`src/rtl/wf_pkg.sv`:
```
package wf_pkg;

  localparam int GROUP_WORDS = 4;
  localparam int ADDR_STEP   = 2;

  typedef enum logic {
    DR_IDLE = 1'b0,
    DR_RUN  = 1'b1
  } drain_state_e;

  function automatic int fill_after(input int fill, input logic pop, input logic push);
    return fill - (pop ? 1 : 0) + (push ? 1 : 0);
  endfunction

  function automatic logic has_room(input int fill, input logic pop, input int depth);
    return (fill - (pop ? 1 : 0)) < depth;
  endfunction

  function automatic logic group_ready(input int fill, input int group);
    return (fill != 0) && ((fill % group) == 0);
  endfunction

endpackage

```
`src/rtl/wf_store.sv`:
```
module wf_store #(
  parameter int DATA_W = 16,
  parameter int DEPTH  = 8,
  localparam int PTR_W  = (DEPTH > 1) ? $clog2(DEPTH) : 1,
  localparam int FILL_W = $clog2(DEPTH + 1)
) (
  input  logic              clk,
  input  logic              rst_n,
  input  logic              push,
  input  logic              pop,
  input  logic [DATA_W-1:0] din,
  output logic [DATA_W-1:0] head,
  output logic [FILL_W-1:0] fill
);

  logic [DATA_W-1:0] mem [DEPTH];
  logic [PTR_W-1:0]  rd_ptr, wr_ptr;

  function automatic logic [PTR_W-1:0] step_ptr(input logic [PTR_W-1:0] p);
    return (p == PTR_W'(DEPTH - 1)) ? '0 : p + 1'b1;
  endfunction

  always_ff @(posedge clk) begin
    if (push) mem[wr_ptr] <= din;
  end

  always_ff @(posedge clk or negedge rst_n) begin
    if (!rst_n) begin
      rd_ptr <= '0;
      wr_ptr <= '0;
      fill   <= '0;
    end else begin
      if (pop)  rd_ptr <= step_ptr(rd_ptr);
      if (push) wr_ptr <= step_ptr(wr_ptr);
      fill <= FILL_W'(wf_pkg::fill_after(int'(fill), pop, push));
    end
  end

  assign head = mem[rd_ptr];

  a_r2_fill_cap: assert property (@(posedge clk) disable iff (!rst_n)
    fill <= FILL_W'(DEPTH));

  a_r2_full_holds: assert property (@(posedge clk) disable iff (!rst_n)
    (fill == FILL_W'(DEPTH) && !pop) |=> fill == FILL_W'(DEPTH));

  a_r5_pop_nonempty: assert property (@(posedge clk) disable iff (!rst_n)
    pop |-> fill != '0);

endmodule

```
`src/rtl/wf_track.sv`:
```
module wf_track #(
  parameter int LEN_W = 16,
  parameter int DEPTH = 8,
  localparam int FILL_W = $clog2(DEPTH + 1)
) (
  input  logic              clk,
  input  logic              rst_n,
  input  logic              len_load,
  input  logic [LEN_W-1:0]  len_value,
  input  logic              pop,
  input  logic              push,
  input  logic [FILL_W-1:0] fill_next,
  input  logic              drain_done,
  output logic [LEN_W-1:0]  len_q,
  output logic              active_q,
  output logic              full_q
);

  logic len_last;
  assign len_last = (len_q == LEN_W'(1));

  always_ff @(posedge clk or negedge rst_n) begin
    if (!rst_n) begin
      len_q    <= '0;
      active_q <= 1'b0;
    end else if (len_load) begin
      len_q    <= len_value;
      active_q <= (len_value != '0);
    end else if (pop && len_q != '0) begin
      len_q <= len_q - 1'b1;
      if (len_last) active_q <= 1'b0;
    end
  end

  always_ff @(posedge clk or negedge rst_n) begin
    if (!rst_n) full_q <= 1'b0;
    else if (push && fill_next == FILL_W'(DEPTH)) full_q <= 1'b1;
    else if (drain_done) full_q <= 1'b0;
  end

  a_r7_active_drops: assert property (@(posedge clk) disable iff (!rst_n)
    (pop && len_last && !len_load) |=> !active_q);

  a_r4_len_step: assert property (@(posedge clk) disable iff (!rst_n)
    (pop && len_q != '0 && !len_load) |=> len_q == $past(len_q) - 1'b1);

  a_r7_len_floor: assert property (@(posedge clk) disable iff (!rst_n)
    (len_q == '0 && !len_load) |=> len_q == '0);

  a_r6_full_cleared: assert property (@(posedge clk) disable iff (!rst_n)
    (drain_done && !push) |=> !full_q);

endmodule

```
`src/rtl/wf_drain.sv`:
```
module wf_drain #(
  parameter int ADDR_W = 32,
  parameter int CNT_W  = 24,
  parameter int DEPTH  = 8,
  localparam int FILL_W = $clog2(DEPTH + 1)
) (
  input  logic              clk,
  input  logic              rst_n,
  input  logic              chan_load,
  input  logic [ADDR_W-1:0] chan_dest,
  input  logic [CNT_W-1:0]  chan_count,
  input  logic              dma_ack,
  input  logic [FILL_W-1:0] fill,
  output logic              dma_req,
  output logic              pop,
  output logic              drain_done,
  output logic              busy,
  output logic [ADDR_W-1:0] dest_q,
  output logic [CNT_W-1:0]  left_q
);

  wf_pkg::drain_state_e state_q;
  logic start;

  assign busy       = (state_q == wf_pkg::DR_RUN);
  assign pop        = busy && fill != '0 && left_q != '0;
  assign drain_done = busy && !pop;
  assign dma_req    = !busy && left_q != '0 &&
                      wf_pkg::group_ready(int'(fill), wf_pkg::GROUP_WORDS);
  assign start      = dma_req && dma_ack && !chan_load;

  always_ff @(posedge clk or negedge rst_n) begin
    if (!rst_n) begin
      state_q <= wf_pkg::DR_IDLE;
      dest_q  <= '0;
      left_q  <= '0;
    end else if (!busy) begin
      if (chan_load) begin
        dest_q <= chan_dest;
        left_q <= chan_count;
      end else if (start) begin
        state_q <= wf_pkg::DR_RUN;
      end
    end else if (pop) begin
      dest_q <= dest_q + ADDR_W'(wf_pkg::ADDR_STEP);
      left_q <= left_q - 1'b1;
    end else begin
      state_q <= wf_pkg::DR_IDLE;
    end
  end

  a_r4_dest_step: assert property (@(posedge clk) disable iff (!rst_n)
    pop |=> dest_q == $past(dest_q) + ADDR_W'(wf_pkg::ADDR_STEP));

  a_r4_left_step: assert property (@(posedge clk) disable iff (!rst_n)
    pop |=> left_q == $past(left_q) - 1'b1);

  a_r5_stop_exhausted: assert property (@(posedge clk) disable iff (!rst_n)
    (left_q == '0) |-> !pop);

  a_r6_busy_ends: assert property (@(posedge clk) disable iff (!rst_n)
    drain_done |=> !busy);

endmodule

```
`src/rtl/wf_bridge.sv`:
```
module wf_bridge #(
  parameter int DATA_W = 16,
  parameter int ADDR_W = 32,
  parameter int CNT_W  = 24,
  parameter int LEN_W  = 16,
  parameter int DEPTH  = 8,
  localparam int FILL_W = $clog2(DEPTH + 1)
) (
  input  logic              clk,
  input  logic              rst_n,
  input  logic              len_load,
  input  logic [LEN_W-1:0]  len_value,
  input  logic              host_wr,
  input  logic [DATA_W-1:0] host_data,
  input  logic              chan_load,
  input  logic [ADDR_W-1:0] chan_dest,
  input  logic [CNT_W-1:0]  chan_count,
  input  logic              dma_ack,
  output logic              dma_req,
  output logic              wr_valid,
  output logic [ADDR_W-1:0] wr_addr,
  output logic [DATA_W-1:0] wr_data,
  output logic [LEN_W-1:0]  st_len,
  output logic              st_active,
  output logic              st_full,
  output logic [FILL_W-1:0] st_fill,
  output logic [CNT_W-1:0]  chan_left,
  output logic              drain_busy
);

  logic              pop, push, drain_done;
  logic [FILL_W-1:0] fill_next;

  assign push      = host_wr && st_active &&
                     wf_pkg::has_room(int'(st_fill), pop, DEPTH);
  assign fill_next = FILL_W'(wf_pkg::fill_after(int'(st_fill), pop, push));
  assign wr_valid  = pop;

  wf_store #(.DATA_W(DATA_W), .DEPTH(DEPTH)) u_store (
    .clk  (clk),
    .rst_n(rst_n),
    .push (push),
    .pop  (pop),
    .din  (host_data),
    .head (wr_data),
    .fill (st_fill)
  );

  wf_track #(.LEN_W(LEN_W), .DEPTH(DEPTH)) u_track (
    .clk       (clk),
    .rst_n     (rst_n),
    .len_load  (len_load),
    .len_value (len_value),
    .pop       (pop),
    .push      (push),
    .fill_next (fill_next),
    .drain_done(drain_done),
    .len_q     (st_len),
    .active_q  (st_active),
    .full_q    (st_full)
  );

  wf_drain #(.ADDR_W(ADDR_W), .CNT_W(CNT_W), .DEPTH(DEPTH)) u_drain (
    .clk       (clk),
    .rst_n     (rst_n),
    .chan_load (chan_load),
    .chan_dest (chan_dest),
    .chan_count(chan_count),
    .dma_ack   (dma_ack),
    .fill      (st_fill),
    .dma_req   (dma_req),
    .pop       (pop),
    .drain_done(drain_done),
    .busy      (drain_busy),
    .dest_q    (wr_addr),
    .left_q    (chan_left)
  );

  a_r1_idle_unarmed_hold: assert property (@(posedge clk) disable iff (!rst_n)
    (!st_active && !drain_busy) |=> st_fill == $past(st_fill));

  a_r8_swap_keeps_fill: assert property (@(posedge clk) disable iff (!rst_n)
    (pop && push) |=> st_fill == $past(st_fill));

endmodule

```
`config.mk`:
```
export PLATFORM = sky130hd
export DESIGN_NAME = wf_bridge
export DESIGN_NICKNAME = d
export VERILOG_FILES = /design/src/rtl/wf_pkg.sv /design/src/rtl/wf_store.sv /design/src/rtl/wf_track.sv /design/src/rtl/wf_drain.sv /design/src/rtl/wf_bridge.sv
export SDC_FILE = /design/constraint.sdc
export NUM_CORES = 1
export LEC_CHECK = 0
export BUFFER_PORTS_ARGS = -buffer_cell sky130_fd_sc_hd__buf_2
export CELL_PAD_IN_SITES_DETAIL_PLACEMENT = 0
export CELL_PAD_IN_SITES_GLOBAL_PLACEMENT = 1
export CORE_ASPECT_RATIO = 1.25
export CORE_UTILIZATION = 45
export CTS_CLUSTER_SIZE = 40
export DETAILED_ROUTE_END_ITERATION = 8
export GPL_ROUTABILITY_DRIVEN = 0
export PLACE_DENSITY_LB_ADDON = 0.25
export SLEW_MARGIN = 40
export SYNTH_ARGS = -nofsm -noshare
export SYNTH_HDL_FRONTEND = slang
export SYNTH_SLANG_ARGS = --single-unit
```
`constraint.sdc`:
```
create_clock -name clk -period 6.22 [get_ports clk]
set_input_delay 1.244 -clock clk [delete_from_list [all_inputs] [get_ports clk]]
set_output_delay 1.244 -clock clk [all_outputs]
set_load 0.02 [all_outputs]
```
# After elaboration in Yosys (flattened, before gate mapping)
# Memory sizes are Yosys's and may differ from the RTL's.
# Cells that the tools add are included.
[classes]
shift = 0
bitwise_logic = 0
n_eq_ne = 5
magnitude_cmp = 1
muxes = 23
add_sub_neg = 7
div = 0
n_reduce_logical = 27
n_mul = 0
[ops]
columns = ["cell", "count"]
rows = [
  ["$mux 32", 3],
  ["$mux 24", 3],
  ["$add 32x2->32 const B", 1],
  ["$logic_not 32->1", 1],
  ["$lt 32x5->1 const B", 1],
  ["$mux 16", 2],
  ["$reduce_bool 16->1", 2],
  ["$reduce_bool 24->1", 1],
  ["$sub 24x1->24 const B", 1],
  ["$eq 16x1->1 const B", 1],
  ["$sub 16x1->16 const B", 1],
  ["$mux 1", 13],
  ["$logic_and 1x1->1", 12],
  ["$reduce_bool 2->1", 4],
  ["$reduce_bool 4->1", 2],
  ["$add 3x1->3 const B", 2],
  ["$eq 3x3->1 const B", 2],
  ["$mux 3", 2],
  ["$sub 4x1->5", 1],
  ["$add 4x4->4", 1],
  ["$eq 4x4->1 const B", 1],
  ["$reduce_and 2->1", 2],
  ["$logic_not 1->1", 3],
  ["$ne 2x1->1 const B", 1],
]
[word_totals]
out_inout_bits = 97
mem_bits_ro = 0
regBits = 85
ramBits = 128
elab_cells = 73
memories = 1
input_bits = 94
latch_bits = 0
[memory_table]
columns = ["name", "depth", "word_bits", "read_ports", "rd_ports_with_merged_regs", "wr", "line_no", "rtl"]
rows = [
  ["u_store.mem", 8, 16, 1, 0, 1, "wf_store.sv:16", "logic [DATA_W-1:0] mem [DEPTH];"],
]

# Depth between registers and ports, before layout
[logic_depth]
word_depth = 12
depth_mapped = 17
ltp_nobuf = 16

# By module
# A second synthesis with hierarchy kept.
[unflattened]
cells_unflattened = 831
hier_area_um2 = 10672.7
[modules_own_cells]
columns = ["module", "area_each_um2", "cells_per_inst", "seq_area_each_um2", "n_inst"]
rows = [
  ["wf_store", 5500.3, 238, 4093.9, 1],
  ["wf_drain", 3839.9, 440, 1426.4, 1],
  ["wf_track", 1197.4, 136, 450.4, 1],
  ["wf_bridge", 135.1, 17, 0.0, 1],
]

# Worst setup path before layout
# No wires, ideal clock.
[synth_timing]
kind = "reg2reg"
from = "register u_drain.left_q[0]"
to = "memory u_store.mem[0][0] (enable)"
t_required_ns = 5.790
synth_period_minus_slack_ns = 5.055
path_stages_with_launch = 13
t_arrival_ns = 4.624
path_buffers = 1
setup_time_ns = 0.430
setup_slack_ns = 1.165
path_cell_list = "dfrtp_1 inv_1 ha_1 nor4b_2 nand4_1 o21ai_4 inv_2 clkbuf_1 ha_1 nand2_1 xor2_1 o211ai_1 nor4_1"
[synth_between]
elab_chain_cells = 8
[synth_rtl]
columns = ["item", "line_no", "rtl"]
rows = [
  ["start: declaration", "wf_drain.sv:19", "output logic [CNT_W-1:0] left_q"],
  ["start signal: assignment", "wf_drain.sv:40", "left_q <= chan_count;"],
  ["start signal: assignment", "wf_drain.sv:46", "left_q <= left_q - 1'b1;"],
  ["$reduce_bool 24->1", "wf_drain.sv:26", "assign pop = busy && fill != '0 && left_q != '0;"],
  ["$logic_and 1x1->1", "wf_drain.sv:26", ""],
  ["net wr_valid", "wf_bridge.sv:20", "output logic wr_valid,"],
  ["$mux 1", "wf_pkg.sv:16", "return (fill - (pop ? 1 : 0)) < depth;"],
  ["$sub 4x1->5", "--", ""],
  ["$lt 32x5->1", "wf_pkg.sv:16", ""],
  ["$logic_and 1x1->1", "wf_bridge.sv:34", "assign push = host_wr && st_active &&"],
  ["$mux 1", "wf_store.sv:24", "if (push) mem[wr_ptr] <= din;"],
  ["$mux 1 (implied by the code)", "wf_store.sv:24", ""],
  ["end: declaration", "wf_store.sv:16", ""],
]
# The timed path passes the listed nets, and every way through them passes these cells.

# Worst setup path after layout
[layout_timing]
from = "register u_drain.left_q[0]"
to = "register u_track.full_q"
[layout_between]
elab_chain_cells = 11
word_cells_on_any_way = 14
cone_classes = "add/sub: 2; order compare: 1; eq/ne: 1; mux: 3; reduce/logical: 7"
[layout_rtl]
columns = ["item", "line_no", "rtl"]
rows = [
  ["$reduce_bool 24->1 (*)", "wf_drain.sv:26", ""],
  ["$logic_and 1x1->1 (*)", "wf_drain.sv:26", ""],
  ["$mux 1 (*)", "wf_pkg.sv:16", ""],
  ["$sub 4x1->5 (*)", "--", ""],
  ["$lt 32x5->1 (*)", "wf_pkg.sv:16", ""],
  ["$logic_and 1x1->1 (*)", "wf_bridge.sv:34", ""],
  ["net push", "wf_bridge.sv:31", "logic pop, push, drain_done;"],
  ["$mux 1 (*)", "wf_pkg.sv:12", "return fill - (pop ? 1 : 0) + (push ? 1 : 0);"],
  ["$add 4x4->4 (*)", "--", ""],
  ["net fill_next[2]", "wf_bridge.sv:32", "logic [FILL_W-1:0] fill_next;"],
  ["$eq 4x4->1 (*)", "wf_track.sv:37", "else if (push && fill_next == FILL_W'(DEPTH)) full_q <= 1'b1;"],
  ["$logic_and 1x1->1 (*)", "wf_track.sv:37", ""],
  ["$mux 1 / $reduce_bool 2->1 (equally long branches)", "--", ""],
  ["end signal: assignment", "wf_track.sv:36", "if (!rst_n) full_q <= 1'b0;"],
  ["end signal: assignment", "wf_track.sv:37", ""],
  ["end signal: assignment", "wf_track.sv:38", "else if (drain_done) full_q <= 1'b0;"],
  ["end: declaration", "wf_track.sv:16", "output logic full_q"],
]
# The timed path passes the listed nets; every way through them passes the cells marked *.
# A chain may end at the register's enable or synchronous reset.

==> results by group <==
GRT
  • Overall global routing resource usage: 23.2%
  • Via count of the first global-routing pass: 7,620
  • Largest net degree at the start of global routing: 76
  • Antenna violations before repair: 0
  • Wire length of the first global-routing pass: 43,100 um
  • Global route overflow: 0

STA
  • Final total negative setup slack: 0 ns
  • Clock Skews: 0.0133 ns
  • Final Hold Viols: 0
  • Clock period minus worst slack: 4.96 ns
  • Number of endpoints failing setup at the final stage: 0
  • Fraction of the cycle the final worst path needs: 79.7%
  • Number of pins with negative max-slew slack in the final report: 0
  • Slew headroom: 48.5%
  • RSZ-0062 raised after global routing: false
  • Transition time of the tightest slew-check pin: 0.754 ns
  • Fmax: 0.202 GHz

Setup path
  • Critical path cell sequence: inv_1 > ha_1 > nor4b_2 > nand4_1 > o21ai_4 > inv_2 > ha_1 > ha_1 > nor3b_1 > o211ai_1 > clkinv_1 > ha_1 > ha_1 > xnor2_1 > nor3_1 > a32o_1
  • Timing endpoint of the critical path: u_track.full_q
  • Critical path endpoint category: register
  • Delay of the slowest cell on the worst path: 0.63 ns
  • Worst endpoint required time: 6.61 ns
  • Category of cells accounting for the largest share of critical-path delay: simple AND/OR/NAND/NOR gates
  • Reg-to-Reg End: u_track.full_q
  • Critical path class: reg2reg
  • Largest fanout of any net on the critical path: 9
  • Critical path depth: 16
  • Worst path arrival time: 5.35 ns
  • Worst Reg2Reg Path Length in Cells: 16
  • Startpoint of the worst-slack reg-to-reg timing path: u_drain.left_q[0]
  • Buffer and inverter count on the worst path: 3
  • Worst reg-to-reg setup slack: 1.26 ns
  • Worst setup SP type: register
  • Launch point of the worst path: u_drain.left_q[0]
  • Worst path slowest cell: sky130_fd_sc_hd__o211ai_1
  • Top cell by count, worst path: sky130_fd_sc_hd__ha_1

Synthesis
  • Synthesized flop and latch total: 213
  • Number of distinct library cells after synthesis: 77
  • Yosys warnings: 0
  • Combined area of all synthesized cells: 10,400 um^2
  • Number of enable-type register cells in the synthesized netlist: 128
  • Main synth FF type: sky130_fd_sc_hd__edfxtp_1
  • Async set-reset flop share out of synthesis: 39.9%
  • Mapped Nets: 938
  • Gate Count Post-Synth: 832
  • Part of the Yosys area used for sequential elements: 57.2%
  • Mean instance size in the synthesized netlist: 12.5 um^2

Floorplan
  • Total core area: 22,500 um^2
  • Height of the die: 172 um
  • Number of top-level pins: 191
  • Starting density of the core: 46.4%
  • Die outline area: 23,800 um^2
  • Floorplan row count: 61
  • Chip width: 138 um

Placement
  • DP Wirelength: 18,200 um
  • Placed Instance Area: 11,700 um^2
  • Quantity of I/O buffers inserted on ports: 190

CTS
  • Worst-skew pair later-pin latency: 0.50 ns
  • Clock tree from TritonCTS: done
  • CTS HTree Levels: 1
  • Clock slew seen by the registers of the worst setup and hold paths: 0.06 ns
  • Cell at the root of the clock tree: sky130_fd_sc_hd__clkbuf_16
  • Hold-fix buffers, CTS: 0
  • Largest buffer count on any clock path: 3
  • Setup repair bufs after CTS: 0
  • Number of sinks handled by clock tree synthesis: 213
  • Count of instances resized after the clock tree is built: 0
  • Total CTS buffers: 22

Finish
  • Highest-count cells in the layout ignoring fill and taps: 189 x sky130_fd_sc_hd__buf_2, 128 x sky130_fd_sc_hd__edfxtp_1, 81 x sky130_fd_sc_hd__dfrtp_1, 61 x sky130_fd_sc_hd__nand2_1, 46 x sky130_fd_sc_hd__nor2_1
  • Layout-stage area growth over the synthesis result: 19.4%
  • Fin area: 12,500 um^2
  • Fill cell total of the finished layout: 1,906
  • Combined area of the multi-input logic cells: 4140 um^2
  • Most common cell after layout, fill and taps aside: sky130_fd_sc_hd__buf_2
  • Flip-flop and latch area: 5980 um^2
  • Final Net Count: 1,113
  • Share of cells above drive strength 1: 31.7%
  • Antenna Diode Count: 0

Outcome
  • Violations in the final reports: DRC
  • Status: finished with violations

Power
  • Lkg Pwr: 4.67 nW
  • Cell area power density: 471 nW/um^2
  • Fraction of power consumed by the clock network: 23.6%
  • Sw power: 2.33 mW
  • Fraction of power consumed by sequential logic: 37.5%
  • Net Sw Frac: 39.7%
  • Maximum resistive drop on vdd: 0.345 mV
  • Internal cell power: 3.54 mW
  • Combinational fraction of design power: 38.8%

Drt
  • Detailed-router iteration count before antenna repair: 6
  • Detailed Route Iter0 Violations: 496
  • Overall via count from detail_route: 7,841
  • Average wire per standard cell: 21.1 um
  • Mean number of vias per cell: 6.01
  • Final routed DRC violation total: 13
  • Routed WL: 27,500 um
  • Number of nets with antenna violations after routing: 0

Job
  • Max-cap viol count: 0

Min path
  • Hold crit path type: reg2reg
  • HP Start: u_drain.dest_q[0]
[flip-flops by register name, indices dropped and copies added (netlist names)]
| signal | flops |
|---|---|
| u_store.rd_ptr | 3 |
| u_drain.left_q | 24 |
| u_track.full_q | 1 |
| u_track.len_q | 16 |
| u_drain.dest_q | 32 |
| u_store.wr_ptr | 3 |
| u_drain.busy | 1 |
| u_store.fill | 4 |
| u_store.mem | 128 |
| u_track.active_q | 1 |
[logic make-up (layout without fill, tap and decap cells)]
kind of cell    after synthesis  in the layout  share of synthesized area, %
compound gates              174            174                          12.6
mux                          55             55                          9.34
fa+ha+maj                    12             12                          1.44
simple gates                273            273                          14.3
flops                       213            213                          57.2
xor+xnor                     17             17                          1.43
buf+inv                      88            278                          3.76
[layout make-up]
cell class                      count  area share (%)
Clock buffer                       29            4.80
Timing Repair Buffer              210            9.07
Inverter                           29           0.873
Multi-Input combinational cell    531            33.2
Sequential cell                   213            48.0
Clock inverter                     10            1.24
Tap cell                          283            2.84
[Yosys cell counts (all sizes together), types with 5 or more instances]
master / instances / area share [%]
a2111oi: 10 / 0.90
a211oi: 9 / 0.65
a21oi: 18 / 0.86
a221o: 5 / 0.48
a22oi: 7 / 0.50
a31oi: 18 / 1.1
a32oi: 9 / 0.76
and3: 6 / 0.36
and4: 10 / 0.84
buf: 20 / 1.3
clkbuf: 39 / 1.4
dfrtp: 85 / 20
edfxtp: 128 / 37
ha: 12 / 1.4
inv: 28 / 1.0
mux2: 19 / 2.0
mux4: 32 / 6.9
nand2: 61 / 2.2
nand2b: 7 / 0.42
nand3: 21 / 1.0
nand4: 21 / 1.3
nor2: 47 / 1.7
nor2b: 5 / 0.30
nor3: 22 / 1.2
nor4: 22 / 1.4
o211ai: 12 / 0.86
o21ai: 16 / 0.87
o22ai: 14 / 0.84
o311ai: 7 / 0.59
o31ai: 7 / 0.50
or2: 5 / 0.30
or3: 16 / 0.96
or4: 16 / 1.2
xnor2: 12 / 1.0
xor2: 5 / 0.42
[how the worst min path moves through the flow]
| stage | end | cells after the start |
|---|---|---|
| 6_report | u_drain.dest_q[0] | 2 |
| 4_1_cts | u_drain.dest_q[0] | 2 |
| 2_1_floorplan | u_store.rd_ptr[1] | 3 |
| 3_3_place_gp | u_drain.dest_q[0] | 2 |
| 3_5_place_dp | u_drain.dest_q[0] | 2 |
| 5_1_grt | u_drain.dest_q[0] | 2 |
[power groups by stage]
stage | registers [mW] | clock network, mW | logic (mW)
finish | 2.21 | 1.39 | 2.28
global route | 2.26 | 1.46 | 2.49
CTS | 2.20 | 1.41 | 2.31
detailed placement | 2.23 | 0 | 2.30
global placement | 2.22 | 0 | 2.28
floorplan | 2.33 | 0 | 1.44
[worst reg2reg max path: stages, from the launching register on]
cell,delay [ns]
sky130_fd_sc_hd__dfrtp_1,0.42
sky130_fd_sc_hd__inv_1,0.09
sky130_fd_sc_hd__ha_1,0.20
sky130_fd_sc_hd__nor4b_2,0.51
sky130_fd_sc_hd__nand4_1,0.57
sky130_fd_sc_hd__o21ai_4,0.32
sky130_fd_sc_hd__inv_2,0.05
sky130_fd_sc_hd__ha_1,0.21
sky130_fd_sc_hd__ha_1,0.20
sky130_fd_sc_hd__nor3b_1,0.14
sky130_fd_sc_hd__o211ai_1,0.63
sky130_fd_sc_hd__clkinv_1,0.43
sky130_fd_sc_hd__ha_1,0.33
sky130_fd_sc_hd__ha_1,0.19
sky130_fd_sc_hd__xnor2_1,0.22
sky130_fd_sc_hd__nor3_1,0.07
sky130_fd_sc_hd__a32o_1,0.26
[metal layers]
layer	track usage (%)	part of all wire, %	vias to the layer above	wire (um)
met1	29.8	42	3891	11600
met2	40.6	50	238	13800
li1	-	-	3676	-
met5	0	0	-	0
met3	4.49	6.1	36	1670
met4	5.72	1.7	0	469
[metrics by stage]
stage	hold WS (ns)	setup WS [ns]	utilization (%)	instances	power (mW)
2_1_floorplan	0.546	1.17	-	832	3.77
3_3_place_gp	0.464	1.42	51.7	1263	4.49
3_5_place_dp	0.471	1.26	51.8	1264	4.53
4_1_cts	0.489	1.26	55.2	1303	5.92
5_1_grt	0.510	0.841	55.4	1305	6.21
6_report	0.483	1.26	55.4	1305	5.88
Note: power is estimated with default switching activity, not from simulation.
